**src/rtl/uart_iid_pkg.sv**
```systemverilog
package uart_iid_pkg;

    typedef enum logic [2:0] {
        SRC_NONE = 3'd0,
        SRC_THRE = 3'd1,
        SRC_RDA  = 3'd2,
        SRC_RLS  = 3'd3,
        SRC_CTO  = 3'd6
    } irq_src_e;

    typedef struct packed {
        logic rls;
        logic rda;
        logic cto;
        logic thre;
    } irq_req_s;

    localparam int TICKS_PER_BIT = 16;
    localparam int IDLE_CHARS    = 4;
    localparam int IDLE_SHIFT    = $clog2(TICKS_PER_BIT * IDLE_CHARS);

    function automatic int trig_bytes(input logic [1:0] sel);
        case (sel)
            2'd0:    return 1;
            2'd1:    return 4;
            2'd2:    return 8;
            default: return 14;
        endcase
    endfunction

endpackage

```
**src/rtl/uart_iid_idle_timer.sv**
```systemverilog
module uart_iid_idle_timer
    import uart_iid_pkg::*;
#(
    parameter int LVL_W   = 5,
    parameter int FRAME_W = 4
) (
    input  logic               clk,
    input  logic               rst,
    input  logic               baud_tick,
    input  logic               rx_push,
    input  logic               rx_pop,
    input  logic [LVL_W-1:0]   rx_level,
    input  logic [FRAME_W-1:0] frame_bits,
    output logic               timeout
);
    localparam int TMR_W = FRAME_W + IDLE_SHIFT + 1;

    logic [TMR_W-1:0] count;
    logic [TMR_W-1:0] limit;
    logic             has_data;
    logic             restart;

    assign limit    = TMR_W'(frame_bits) * TMR_W'(TICKS_PER_BIT * IDLE_CHARS);
    assign has_data = |rx_level;
    assign restart  = rx_push | rx_pop | ~has_data;

    always_ff @(posedge clk) begin
        if (rst) begin
            count <= '0;
        end else if (restart) begin
            count <= '0;
        end else if (baud_tick && (count < limit)) begin
            count <= count + 1'b1;
        end
    end

    assign timeout = has_data && (count >= limit);

endmodule

```
**src/rtl/uart_iid_thre_track.sv**
```systemverilog
module uart_iid_thre_track (
    input  logic clk,
    input  logic rst,
    input  logic thr_empty,
    input  logic enable,
    input  logic thr_wr,
    input  logic iir_rd,
    input  logic reported,
    output logic pending
);
    logic armed;
    logic armed_q;

    assign armed = thr_empty & enable;

    always_ff @(posedge clk) begin
        if (rst) begin
            armed_q <= 1'b0;
            pending <= 1'b0;
        end else begin
            armed_q <= armed;
            if (thr_wr || (iir_rd && reported)) begin
                pending <= 1'b0;
            end else if (armed && !armed_q) begin
                pending <= 1'b1;
            end
        end
    end

endmodule

```
**src/rtl/uart_iid_prio.sv**
```systemverilog
module uart_iid_prio
    import uart_iid_pkg::*;
(
    input  irq_req_s req,
    output irq_src_e src
);
    always_comb begin
        if (req.rls) begin
            src = SRC_RLS;
        end else if (req.rda) begin
            src = SRC_RDA;
        end else if (req.cto) begin
            src = SRC_CTO;
        end else if (req.thre) begin
            src = SRC_THRE;
        end else begin
            src = SRC_NONE;
        end
    end

endmodule

```
**src/rtl/uart_irq_ident.sv**
```systemverilog
module uart_irq_ident
    import uart_iid_pkg::*;
#(
    parameter int LVL_W   = 5,
    parameter int FRAME_W = 4
) (
    input  logic               clk,
    input  logic               rst,
    input  logic [2:0]         ier,
    input  logic [1:0]         trig_sel,
    input  logic [FRAME_W-1:0] frame_bits,
    input  logic [LVL_W-1:0]   rx_level,
    input  logic               rx_push,
    input  logic               rx_pop,
    input  logic               rx_err_set,
    input  logic               lsr_rd,
    input  logic               iir_rd,
    input  logic               thr_empty,
    input  logic               thr_wr,
    input  logic               baud_tick,
    output logic [3:0]         iir,
    output logic               irq
);
    logic     rls_flag;
    logic     cto_hit;
    logic     thre_flag;
    logic     rda_hit;
    irq_req_s req;
    irq_src_e src;

    always_ff @(posedge clk) begin
        if (rst) begin
            rls_flag <= 1'b0;
        end else if (rx_err_set) begin
            rls_flag <= 1'b1;
        end else if (lsr_rd) begin
            rls_flag <= 1'b0;
        end
    end

    assign rda_hit = int'(rx_level) >= trig_bytes(trig_sel);

    uart_iid_idle_timer #(
        .LVL_W   (LVL_W),
        .FRAME_W (FRAME_W)
    ) u_idle (
        .clk        (clk),
        .rst        (rst),
        .baud_tick  (baud_tick),
        .rx_push    (rx_push),
        .rx_pop     (rx_pop),
        .rx_level   (rx_level),
        .frame_bits (frame_bits),
        .timeout    (cto_hit)
    );

    uart_iid_thre_track u_thre (
        .clk       (clk),
        .rst       (rst),
        .thr_empty (thr_empty),
        .enable    (ier[1]),
        .thr_wr    (thr_wr),
        .iir_rd    (iir_rd),
        .reported  (src == SRC_THRE),
        .pending   (thre_flag)
    );

    always_comb begin
        req.rls  = rls_flag  & ier[2];
        req.rda  = rda_hit   & ier[0];
        req.cto  = cto_hit   & ier[0];
        req.thre = thre_flag & ier[1];
    end

    uart_iid_prio u_prio (
        .req (req),
        .src (src)
    );

    assign irq = (src != SRC_NONE);
    assign iir = {src, ~irq};

endmodule

```
**config.mk**
```make
export PLATFORM = sky130hd
export DESIGN_NAME = uart_irq_ident
export DESIGN_NICKNAME = d
export VERILOG_FILES = /design/src/rtl/uart_iid_pkg.sv /design/src/rtl/uart_iid_idle_timer.sv /design/src/rtl/uart_iid_thre_track.sv /design/src/rtl/uart_iid_prio.sv /design/src/rtl/uart_irq_ident.sv
export SDC_FILE = /design/constraint.sdc
export NUM_CORES = 1
export LEC_CHECK = 0
export BUFFER_PORTS_ARGS = -buffer_cell sky130_fd_sc_hd__buf_4
export CAP_MARGIN = 10
export CORE_ASPECT_RATIO = 0.9
export CORE_MARGIN = 8
export CORE_UTILIZATION = 50
export DETAILED_ROUTE_END_ITERATION = 8
export PLACE_DENSITY_LB_ADDON = 0.1
export SETUP_SLACK_MARGIN = 0.05
export SYNTH_ARGS = -nofsm -noshare
export SYNTH_HDL_FRONTEND = slang
export SYNTH_SLANG_ARGS = --single-unit
```
**constraint.sdc**
```tcl
create_clock -name clk -period 2.35 [get_ports clk]
set_input_delay 0.235 -clock clk [delete_from_list [all_inputs] [get_ports clk]]
set_output_delay 0.235 -clock clk [all_outputs]
set_load 0.01 [all_outputs]
```
==> flow_summary_export.csv, run 1 <==
group,metric,value,unit
drt,dr.pass1.iters,5,
yosys,yosysMostFrequentCell,"dfxtp_1",
worst_setup_path,cp_cell_sequence,"ha_4 > nand4b_1 > nor4_2 > and4_4 > o221ai_4 > a41o_1 > buf_6",
worst_setup_path,r2r_slack,0.35,ns
layout,post-route-util,70.98,%
die,io_pins,29,
min_path,min_path_type,"primary input to flip-flop",
sta,worstMarginPinSlew,0.3305,ns
clocking,tritoncts.num_buffers,3,
clocking,cts_sinks,14,
worst_setup_path,cp_top_family,"simple AND/OR/NAND/NOR gates",
global_route,grt_max_degree,12,
yosys,synth_xor_area_share,6.380,%
sta,setup_violations,0,
worst_setup_path,critPathSlowestCell,"dfxtp_2",
layout,layout-drive-gt1-share,35.86,%
worst_setup_path,ff2ff_path_depth,6,
clocking,htree_num_levels,1,
yosys,synth_top_area_share,29.17,%
drt,ant_nets,0,
die,die_x,62.21,µm
yosys,synthTopCellsByCount,"14 x dfxtp_1, 12 x inv_1, 11 x nor2_1, 10 x ha_1, 9 x nand2_1",
clocking,clock_path_buffers,2,
layout,area_growth,37.24,%
yosys,synth_area,960.9,µm²
sta,min_period,2.272,ns
layout,multi_input_area,688.2,µm²
drt,wl_per_cell,14.33,µm
layout,fillers,163,
die,die_area,3583,µm²
die,chipHeight,57.59,µm
placement,gp_congestion,0.8174,
layout,final-instance-count-excl-fill,170,
layout,finalNetCount,181,
sta,grt_setup_unrepaired,"true",
yosys,synth-simple-area-share,30.99,%
flow_run,drv_cap,0,
min_path,min_from,"rst",
worst_setup_path,worstPathMaxFanout,6,
drt,vias_per_cell,5.529,
power,ir_worst_vdd,406.3,µV
yosys,ys_warn_count,0,
worst_setup_path,worstPathRequired,2.12,ns
yosys,synth_top_family_by_area,"simple AND/OR/NAND/NOR gates",
sta,max_freq,0.4402,GHz
sta,maxSlewViolCount,0,
drt,drt_iter0_drc,21,
min_path,min_path_cells,2,
worst_setup_path,r2r_end,"u_idle.count[6]$_SDFFE_PP0P_",
sta,hold_violations,0,
worst_setup_path,max_stage_delay,0.36,ns
drt,drcViolationCount,0,
yosys,synth_compound_area_share,14.19,%
power,p_per_area,371.4,nW/µm²
yosys,yosys.area.top_type,"dfxtp_1",
placement,hpwl,1.882,mm
yosys,synth_ff_type,"dfxtp_1",
yosys,synthMuxAreaShare,1.042,%
worst_setup_path,reg2reg_from,"u_idle.count[9]$_SDFFE_PP0P_",
worst_setup_path,critical_path_class,"flip-flop to output port",
die,row_count,15,
clocking,clkTransAtPathRegs,0.08,ns
global_route,antenna_found_initial,0,
global_route,grt_pass1_wl,3.808,mm
yosys,async_reset_ff_share,0,%
yosys,synth.net_count,145,
yosys,ys_top_cells_by_area,"dfxtp_1 29%, ha_1 13%, xor2_1 5.5%, inv_1 4.7%, nor2_1 4.3%",
clocking,clockRootBuffer,"clkbuf_4",
global_route,grt.total_usage,12.68,%
yosys,synth_edf_count,0,
power,leakagePower,0.5787,nW
clocking,cts_tree,"done",
worst_setup_path,cp_num_buf_inv,1,
layout,diodes,0,
global_route,first_global_vias,880,
placement,place_ws,0.2325,ns
min_path,hold_end,"rls_flag$_SDFFE_PP0P_",
sta,setup_slack,0.07816,ns
worst_setup_path,critPathArrivalTime,2.04,ns
placement,io_buffer_count,28,
die,fp.coreArea,1858,µm²
yosys,synth_cell_types,36,
die,start_util,51.72,%
yosys,avgSynthCellArea,8.657,µm²
drt,dr_total_vias,940,
placement,placed_cells,166,
sta,fin_crit_sh,96.67,%
worst_setup_path,end_kind,"output port",
drt,routed_wl,2.436,mm
yosys,synth_seq_cells,14,
sta,fin_worst_skew,0.002287,ns
layout,register_area,284.0,µm²
worst_setup_path,cp-start-kind,"flip-flop",
run_status,status,"finished clean",
clocking,insertion_delay,0.28,ns
global_route,grt-ovfl-total,0,
yosys,synthAdderAreaFrac,13.02,%
yosys,synth.yosys.seq_area_share,29.17,%
sta,slew_headroom,77.74,%
yosys,synthCells,111,
-- cells in the final DEF (no fill, tap or decap), types with 4 or more instances in the layout --
master,count
a21oi_1,4
buf_4,30
dfxtp_1,11
ha_1,7
inv_1,11
nand2_1,9
nand3_1,4
nand4_1,4
nor2_1,11
xor2_1,6
-- timing repair --
item,in CTS,in global routing
buffers inserted,0,1
endpoints found under the setup margin,5,5
gates resized for setup,2,12
hold buffers,0,0
pin swaps,0,7
-- power by group --
group / total (W) / internal [W] / switching, W / leakage (nW)
Sequential: 0.000241 / 0.000240 / 0.00000151 / 0.115
Clock: 0.000137 / 0.0000595 / 0.0000777 / 0.0138
Combinational: 0.000111 / 0.0000617 / 0.0000494 / 0.450
Total: 0.000490 / 0.000361 / 0.000129 / 0.579
-- layer usage --
| layer | part of all wire (%) | wire, µm | vias to the layer above | track usage (%) |
|---|---|---|---|---|
| met5 | 0 | 0 | - | 0 |
| met4 | 0.41 | 10 | 0 | 1.993 |
| met3 | 3.6 | 88 | 2 | 4.492 |
| met2 | 52 | 1272 | 20 | 22.71 |
| met1 | 44 | 1064 | 452 | 14.29 |
| li1 | - | - | 466 | - |
-- per-stage QoR --
| stage | total power [W] | hold WS [ns] | cell area, µm² | setup TNS (ns) |
|---|---|---|---|---|
| global placement | 0.0003453 | 0.4306 | 1220 | 0 |
| finish | 0.0004898 | 0.1314 | 1319 | 0 |
| CTS | 0.0004855 | 0.1305 | 1255 | 0 |
| floorplan | 0.0002931 | 0.3074 | 960.9 | 0 |
| global route | 0.0005090 | 0.1424 | 1319 | -0.1060 |
| detailed placement | 0.0003486 | 0.4324 | 1220 | 0 |
-- cell type report --
cell class / count / share of cell area [%]
tap: 25 / 2.372
sequential: 14 / 21.54
clock buffer: 3 / 1.708
inverter: 12 / 3.416
multi-input combinational: 84 / 52.18
timing repair buffer: 32 / 18.79
-- state kept, by name, indices dropped and copies added (netlist names) --
name,cells
u_thre.armed_q,1
u_idle.count,11
rls_flag,1
u_thre.pending,1
-- how the worst max path moves through the flow --
stage	startpoint	depth (start not counted)	end	slack [ns]
2_1_floorplan	u_idle.count[9]$_SDFFE_PP0P_	5	iir[0]	0.39
3_3_place_gp	frame_bits[3]	8	iir[0]	0.27
3_5_place_dp	u_idle.count[6]$_SDFFE_PP0P_	8	iir[1]	0.23
4_1_cts	u_idle.count[9]$_SDFFE_PP0P_	6	iir[0]	0.06
5_1_grt	u_idle.count[6]$_SDFFE_PP0P_	8	iir[1]	-0.07
6_report	u_idle.count[7]$_SDFFE_PP0P_	7	iir[1]	0.08
-- kinds of logic (layout without fill, tap and decap cells) --
| logic type | count (synthesis) | in the layout |
|---|---|---|
| xor+xnor | 7 | 7 |
| buf+inv | 13 | 47 |
| compound gates | 16 | 16 |
| fa+ha+maj | 10 | 10 |
| mux | 1 | 1 |
| simple gates | 50 | 50 |
| flops | 14 | 14 |
No activity file was read; power rests on OpenSTA's default activity.
==> run 2: changes to the inputs <==
==> constraint.sdc (replaced) <==
create_clock -name clk -period 2.3 [get_ports clk]
set_input_delay 0.23 -clock clk [delete_from_list [all_inputs] [get_ports clk]]
set_output_delay 0.23 -clock clk [all_outputs]
set_load 0.01 [all_outputs]
==> run 2 against run 1 <==
Effect of this change: clock skew is 0.0031 ns higher; total power up 9.5%; hold slack worse by 0.0044 ns; highest routed layer unchanged.
==> flow_summary_export.csv, run 2 (synthesized netlist as in run 1, its figures left out) <==
group,metric,value,unit
worst_setup_path,cp-start-kind,"flip-flop",
drt,routed_wl,2.355,mm
sta,maxSlewViolCount,0,
placement,io_buffer_count,28,
min_path,min_path_type,"primary input to flip-flop",
sta,tns,0,ns
layout,layout-drive-gt1-share,36.73,%
drt,dr_total_vias,916,
sta,grt_setup_unrepaired,"true",
layout,fillers,157,
run_status,status,"finished clean",
global_route,antenna_found_initial,0,
clocking,insertion_delay,0.28,ns
power,seqPwrFrac,46.0,%
sta,hold_violations,0,
power,internal-power,0.0004025,W
power,pwr-share-comb,20.6,%
sta,max_freq,0.4535,GHz
drt,drcViolationCount,0,
worst_setup_path,worstPathRequired,2.07,ns
die,chipHeight,57.59,µm
sta,fin_crit_sh,95.87,%
layout,area_growth,38.54,%
drt,vias_per_cell,5.326,
power,swShare,24.98,%
worst_setup_path,worstPathMaxFanout,6,
clocking,clockRootBuffer,"clkbuf_4",
worst_setup_path,critPathArrivalTime,1.97,ns
worst_setup_path,critical_path_class,"flip-flop to output port",
global_route,grt-ovfl-total,0,
clocking,cts_tree,"done",
clocking,clkTransAtPathRegs,0.09,ns
drt,drt_iter0_drc,8,
placement,place_ws,0.2234,ns
layout,layout_commonest_cell,"buf_4",
sta,min_period,2.205,ns
global_route,grt_max_degree,12,
die,io_pins,29,
power,power.share.clock,33.4,%
die,start_util,51.72,%
die,fp.coreArea,1858,µm²
drt,wl_per_cell,13.69,µm
sta,hold_slack,0.1270,ns
clocking,cts.hold.buffers_added,0,
global_route,grt.total_usage,13.60,%
placement,gp_congestion,0.8150,
clocking,htree_num_levels,1,
sta,fin_worst_skew,0.005399,ns
placement,dpl-instance-area,1220,µm²
die,die_x,62.21,µm
clocking,clock_path_buffers,2,
power,leakagePower,0.5895,nW
clocking,cts_sinks,14,
sta,setup_slack,0.09506,ns
worst_setup_path,end_kind,"output port",
layout,mostFrequentLayoutCells,"32 x buf_4, 11 x inv_1, 11 x nor2_1, 11 x dfxtp_1, 8 x nand2_1",
layout,finalNetCount,182,
die,row_count,15,
flow_run,drv_cap,0,
global_route,first_global_vias,969,
layout,diodes,0,
power,p_sw,0.0001340,W
layout,largest_reg_flops,11,
global_route,grt_pass1_wl,4.077,mm
drt,dr.pass1.iters,4,
drt,ant_nets,0,
layout,final_area,1331,µm²
die,die_area,3583,µm²
clocking,tritoncts.num_buffers,3,
placement,hpwl,1.882,mm
layout,top_register,"u_idle.count",
sta,setup_violations,0,
power,p_per_area,403.0,nW/µm²
power,ir_worst_vdd,293.9,µV
sta,worstMarginPinSlew,0.3445,ns
sta,slew_headroom,76.79,%
-- run 2: worst paths after layout --
path | from | slack, ns | cells after the start | endpoint
worst max-delay path | u_idle.count[6]$_SDFFE_PP0P_ | 0.1 | 8 | iir[1]
worst min register to register | rls_flag$_SDFFE_PP0P_ | 0.50 | 2 | rls_flag$_SDFFE_PP0P_
worst min-delay path | rst | 0.13 | 2 | rls_flag$_SDFFE_PP0P_
worst max register to register | u_idle.count[7]$_SDFFE_PP0P_ | 0.31 | 7 | u_idle.count[6]$_SDFFE_PP0P_
-- run 2: power by group through the flow --
stage                     Combinational (W)  Sequential (W)  Clock, W
final                              0.000111        0.000247  0.000179
after global routing               0.000122        0.000247  0.000189
after CTS                          0.000107        0.000247  0.000184
after detailed placement           0.000104        0.000253         0
after global placement             0.000100        0.000253         0
after floorplan                   0.0000473        0.000252         0
-- run 2: per-stage QoR --
step	util, %	std cells	power (W)
6_report	71.65	172	0.0005365
5_1_grt	71.65	172	0.0005583
4_1_cts	68.89	170	0.0005382
3_5_place_dp	65.66	166	0.0003565
3_3_place_gp	65.66	166	0.0003528
2_1_floorplan	-	111	0.0002994
-- run 2: critical path, stage by stage (launching register included) --
cell	delay [ns]
dfxtp_2	0.35
inv_2	0.05
ha_4	0.24
nand4b_1	0.09
nor4_1	0.16
and4_2	0.28
o221ai_4	0.14
a41o_1	0.27
buf_6	0.12
-- run 2: what timing repair did --
item                                    4_1_cts  5_1_grt
pin swaps                                     1        4
buffers inserted                              0        2
resized for setup                             6        6
endpoints found under the setup margin        5        3
-- run 2: area by class of cell --
type / count / area (µm²) / share of cell area [%]
Clock buffer: 4 / 36.28 / 2.726
Inverter: 12 / 45.04 / 3.383
Multi-Input combinational cell: 84 / 683.2 / 51.32
Sequential cell: 14 / 284.0 / 21.33
Tap cell: 25 / 31.28 / 2.350
Timing Repair Buffer: 33 / 251.5 / 18.89
-- run 2: per-layer routing --
metal / wire length [µm] / share of wire, % / global-route usage, % / vias to the layer above
met5: 0 / 0 / 0 / -
met4: 13 / 0.55 / 3.654 / 0
met3: 79 / 3.4 / 4.883 / 2
met2: 1218 / 52 / 24.78 / 13
met1: 1043 / 44 / 14.48 / 432
li1: - / - / - / 469
==> run 3: changes to the inputs <==
==> constraint.sdc (replaced) <==
create_clock -name clk -period 2.3 [get_ports clk]
set_input_delay 0.23 -clock clk [delete_from_list [all_inputs] [get_ports clk]]
set_output_delay 0.23 -clock clk [all_outputs]
set_load 0.1 [all_outputs]
==> run 3 against run 2 <==
Effect of this change: die area unchanged; critical path depth decreased by 1; sequential power about the same; hold slack got worse by 0.019 ns; wire length increased by 8.3%; critical endpoint unchanged; via count increased by 0.98%; the run now ends with negative setup slack left; register-to-register slack about the same; cell area increased by 7.0%; non-clock buffer count increased by 2.
==> flow_summary_export.csv, run 3 (synthesized netlist as in run 1, its figures left out) <==
group,metric,value,unit
placement,hpwl,1.874,mm
die,die_area,3583,µm²
die,start_util,51.72,%
placement,io_buffer_count,28,
drt,drcViolationCount,0,
layout,final-instance-count-excl-fill,174,
sta,grt_setup_unrepaired,"true",
worst_setup_path,setup.worst_path.end,"iir[1]",
worst_setup_path,critPathSlowestCell,"dfxtp_4",
worst_setup_path,cp-start-kind,"flip-flop",
worst_setup_path,crit_start,"u_idle.count[7]$_SDFFE_PP0P_",
sta,fin_crit_sh,100.7,%
global_route,grt_pass1_wl,4.181,mm
layout,diodes,0,
worst_setup_path,worstSetupPathDepth,7,
die,io_pins,29,
worst_setup_path,r2r_end,"u_idle.count[6]$_SDFFE_PP0P_",
layout,post-route-util,76.63,%
clocking,clockRootBuffer,"clkbuf_4",
sta,tns,-0.01568,ns
power,ir_worst_vdd,485.8,µV
clocking,cts.hold.buffers_added,0,
drt,dr_total_vias,925,
clocking,tritoncts.num_buffers,3,
drt,ant_nets,0,
die,fp.coreArea,1858,µm²
worst_setup_path,r2r_slack,0.32,ns
clocking,clock_path_buffers,2,
global_route,grt_max_degree,12,
worst_setup_path,cp_top_family,"simple AND/OR/NAND/NOR gates",
drt,routed_wl,2.551,mm
clocking,cts_sinks,14,
global_route,grt-ovfl-total,0,
drt,wl_per_cell,14.66,µm
worst_setup_path,worstPathMaxFanout,6,
sta,min_period,2.316,ns
sta,maxSlewViolCount,0,
die,row_count,15,
global_route,grt.total_usage,14.45,%
worst_setup_path,reg2reg_from,"u_idle.count[7]$_SDFFE_PP0P_",
global_route,antenna_found_initial,0,
layout,finalNetCount,184,
placement,placed_cells,166,
worst_setup_path,critical_path_class,"flip-flop to output port",
power,fin_total_pwr,0.0006178,W
layout,top_register,"u_idle.count",
sta,slew_headroom,69.92,%
clocking,htree_num_levels,1,
sta,fin_worst_skew,0.004510,ns
worst_setup_path,ff2ff_path_depth,7,
drt,dr.pass1.iters,4,
worst_setup_path,max_stage_delay,0.36,ns
placement,gp_congestion,0.7899,
worst_setup_path,end_kind,"output port",
min_path,min_path_type,"primary input to flip-flop",
power,p_per_area,433.9,nW/µm²
drt,drt_iter0_drc,13,
clocking,clkTransAtPathRegs,0.09,ns
sta,hold_violations,0,
worst_setup_path,critPathArrivalTime,2.09,ns
die,chipHeight,57.59,µm
sta,worstMarginPinSlew,0.4464,ns
worst_setup_path,cp_cell_sequence,"ha_4 > nand4b_1 > nor4_1 > and4_2 > o221ai_4 > a41o_2 > buf_12",
global_route,first_global_vias,943,
layout,mostFrequentLayoutCells,"30 x buf_4, 11 x inv_1, 11 x nor2_1",
clocking,cts_tree,"done",
run_status,status,"complete, but fails checks",
run_status,failed_checks,"negative setup slack",
power,leakagePower,0.6207,nW
flow_run,drv_cap,0,
clocking,insertion_delay,0.29,ns
drt,vias_per_cell,5.316,
die,die_x,62.21,µm
worst_setup_path,worstPathRequired,2.07,ns
sta,setup_slack,-0.01568,ns
sta,max_freq,0.4318,GHz
worst_setup_path,cp_num_buf_inv,1,
sta,setup_violations,1,
layout,layout-drive-gt1-share,39.60,%
layout,layout_commonest_cell,"buf_4",
layout,area_growth,48.18,%
layout,largest_reg_flops,11,
run 3: worst register-to-register path: cells and delay by family, from the launching register on:
kind / cells / cell delay [ns]
adders and majority gates: 1 / 0.24
DFF: 1 / 0.36
AOI/OAI and AO/OA: 2 / 0.34
and+or+nand+nor: 3 / 0.78
buffers and inverters: 1 / 0.20
run 3: worst min path at each step:
| stage | endpoint | start | cells past startpoint |
|---|---|---|---|
| after floorplan | rls_flag$_SDFFE_PP0P_ | rst | 1 |
| after global placement | rls_flag$_SDFFE_PP0P_ | rst | 2 |
| after detailed placement | rls_flag$_SDFFE_PP0P_ | rst | 2 |
| after CTS | rls_flag$_SDFFE_PP0P_ | rst | 2 |
| after global routing | rls_flag$_SDFFE_PP0P_ | rst | 2 |
| final | rls_flag$_SDFFE_PP0P_ | rst | 2 |
run 3: repair_timing:
action	4_1_cts	5_1_grt
endpoints found under the setup margin	5	5
gates resized for setup	15	6
gates cloned	0	0
pin swaps	5	3
setup buffers	2	2
run 3: per-layer routing:
layer	vias to the layer above	wire (µm)	part of all wire, %	global-route usage, %
met3	5	108	4.2	4.492
met1	424	1123	44	16.33
met2	19	1272	50	24.63
met5	-	0	0	0
met4	0	46	1.8	5.980
li1	477	-	-	-
run 3: through the flow:
stage | setup WS [ns] | hold WS [ns] | cell area, µm²
global placement | 0.1610 | 0.4175 | 1280
CTS | 0.00003442 | 0.1064 | 1388
finish | -0.01568 | 0.1076 | 1424
detailed placement | 0.1560 | 0.4253 | 1280
global route | -0.1185 | 0.1075 | 1424
floorplan | -0.2102 | 0.3024 | 1021
run 3: final cells by class:
| type | instances | area (µm²) |
|---|---|---|
| tap | 25 | 31.28 |
| sequential | 14 | 287.8 |
| timing repair buffer | 35 | 320.3 |
| fill | 144 | 434.2 |
| multi-input combinational | 84 | 703.2 |
| clock buffer | 4 | 36.28 |
| inverter | 12 | 45.04 |
run 3: power by group:
part	internal (W)	switching [W]	total, W
Combinational	0.0000814	0.000108	0.000189
Sequential	0.000244	0.00000170	0.000246
Clock	0.0000967	0.0000862	0.000183
Total	0.000422	0.000196	0.000618
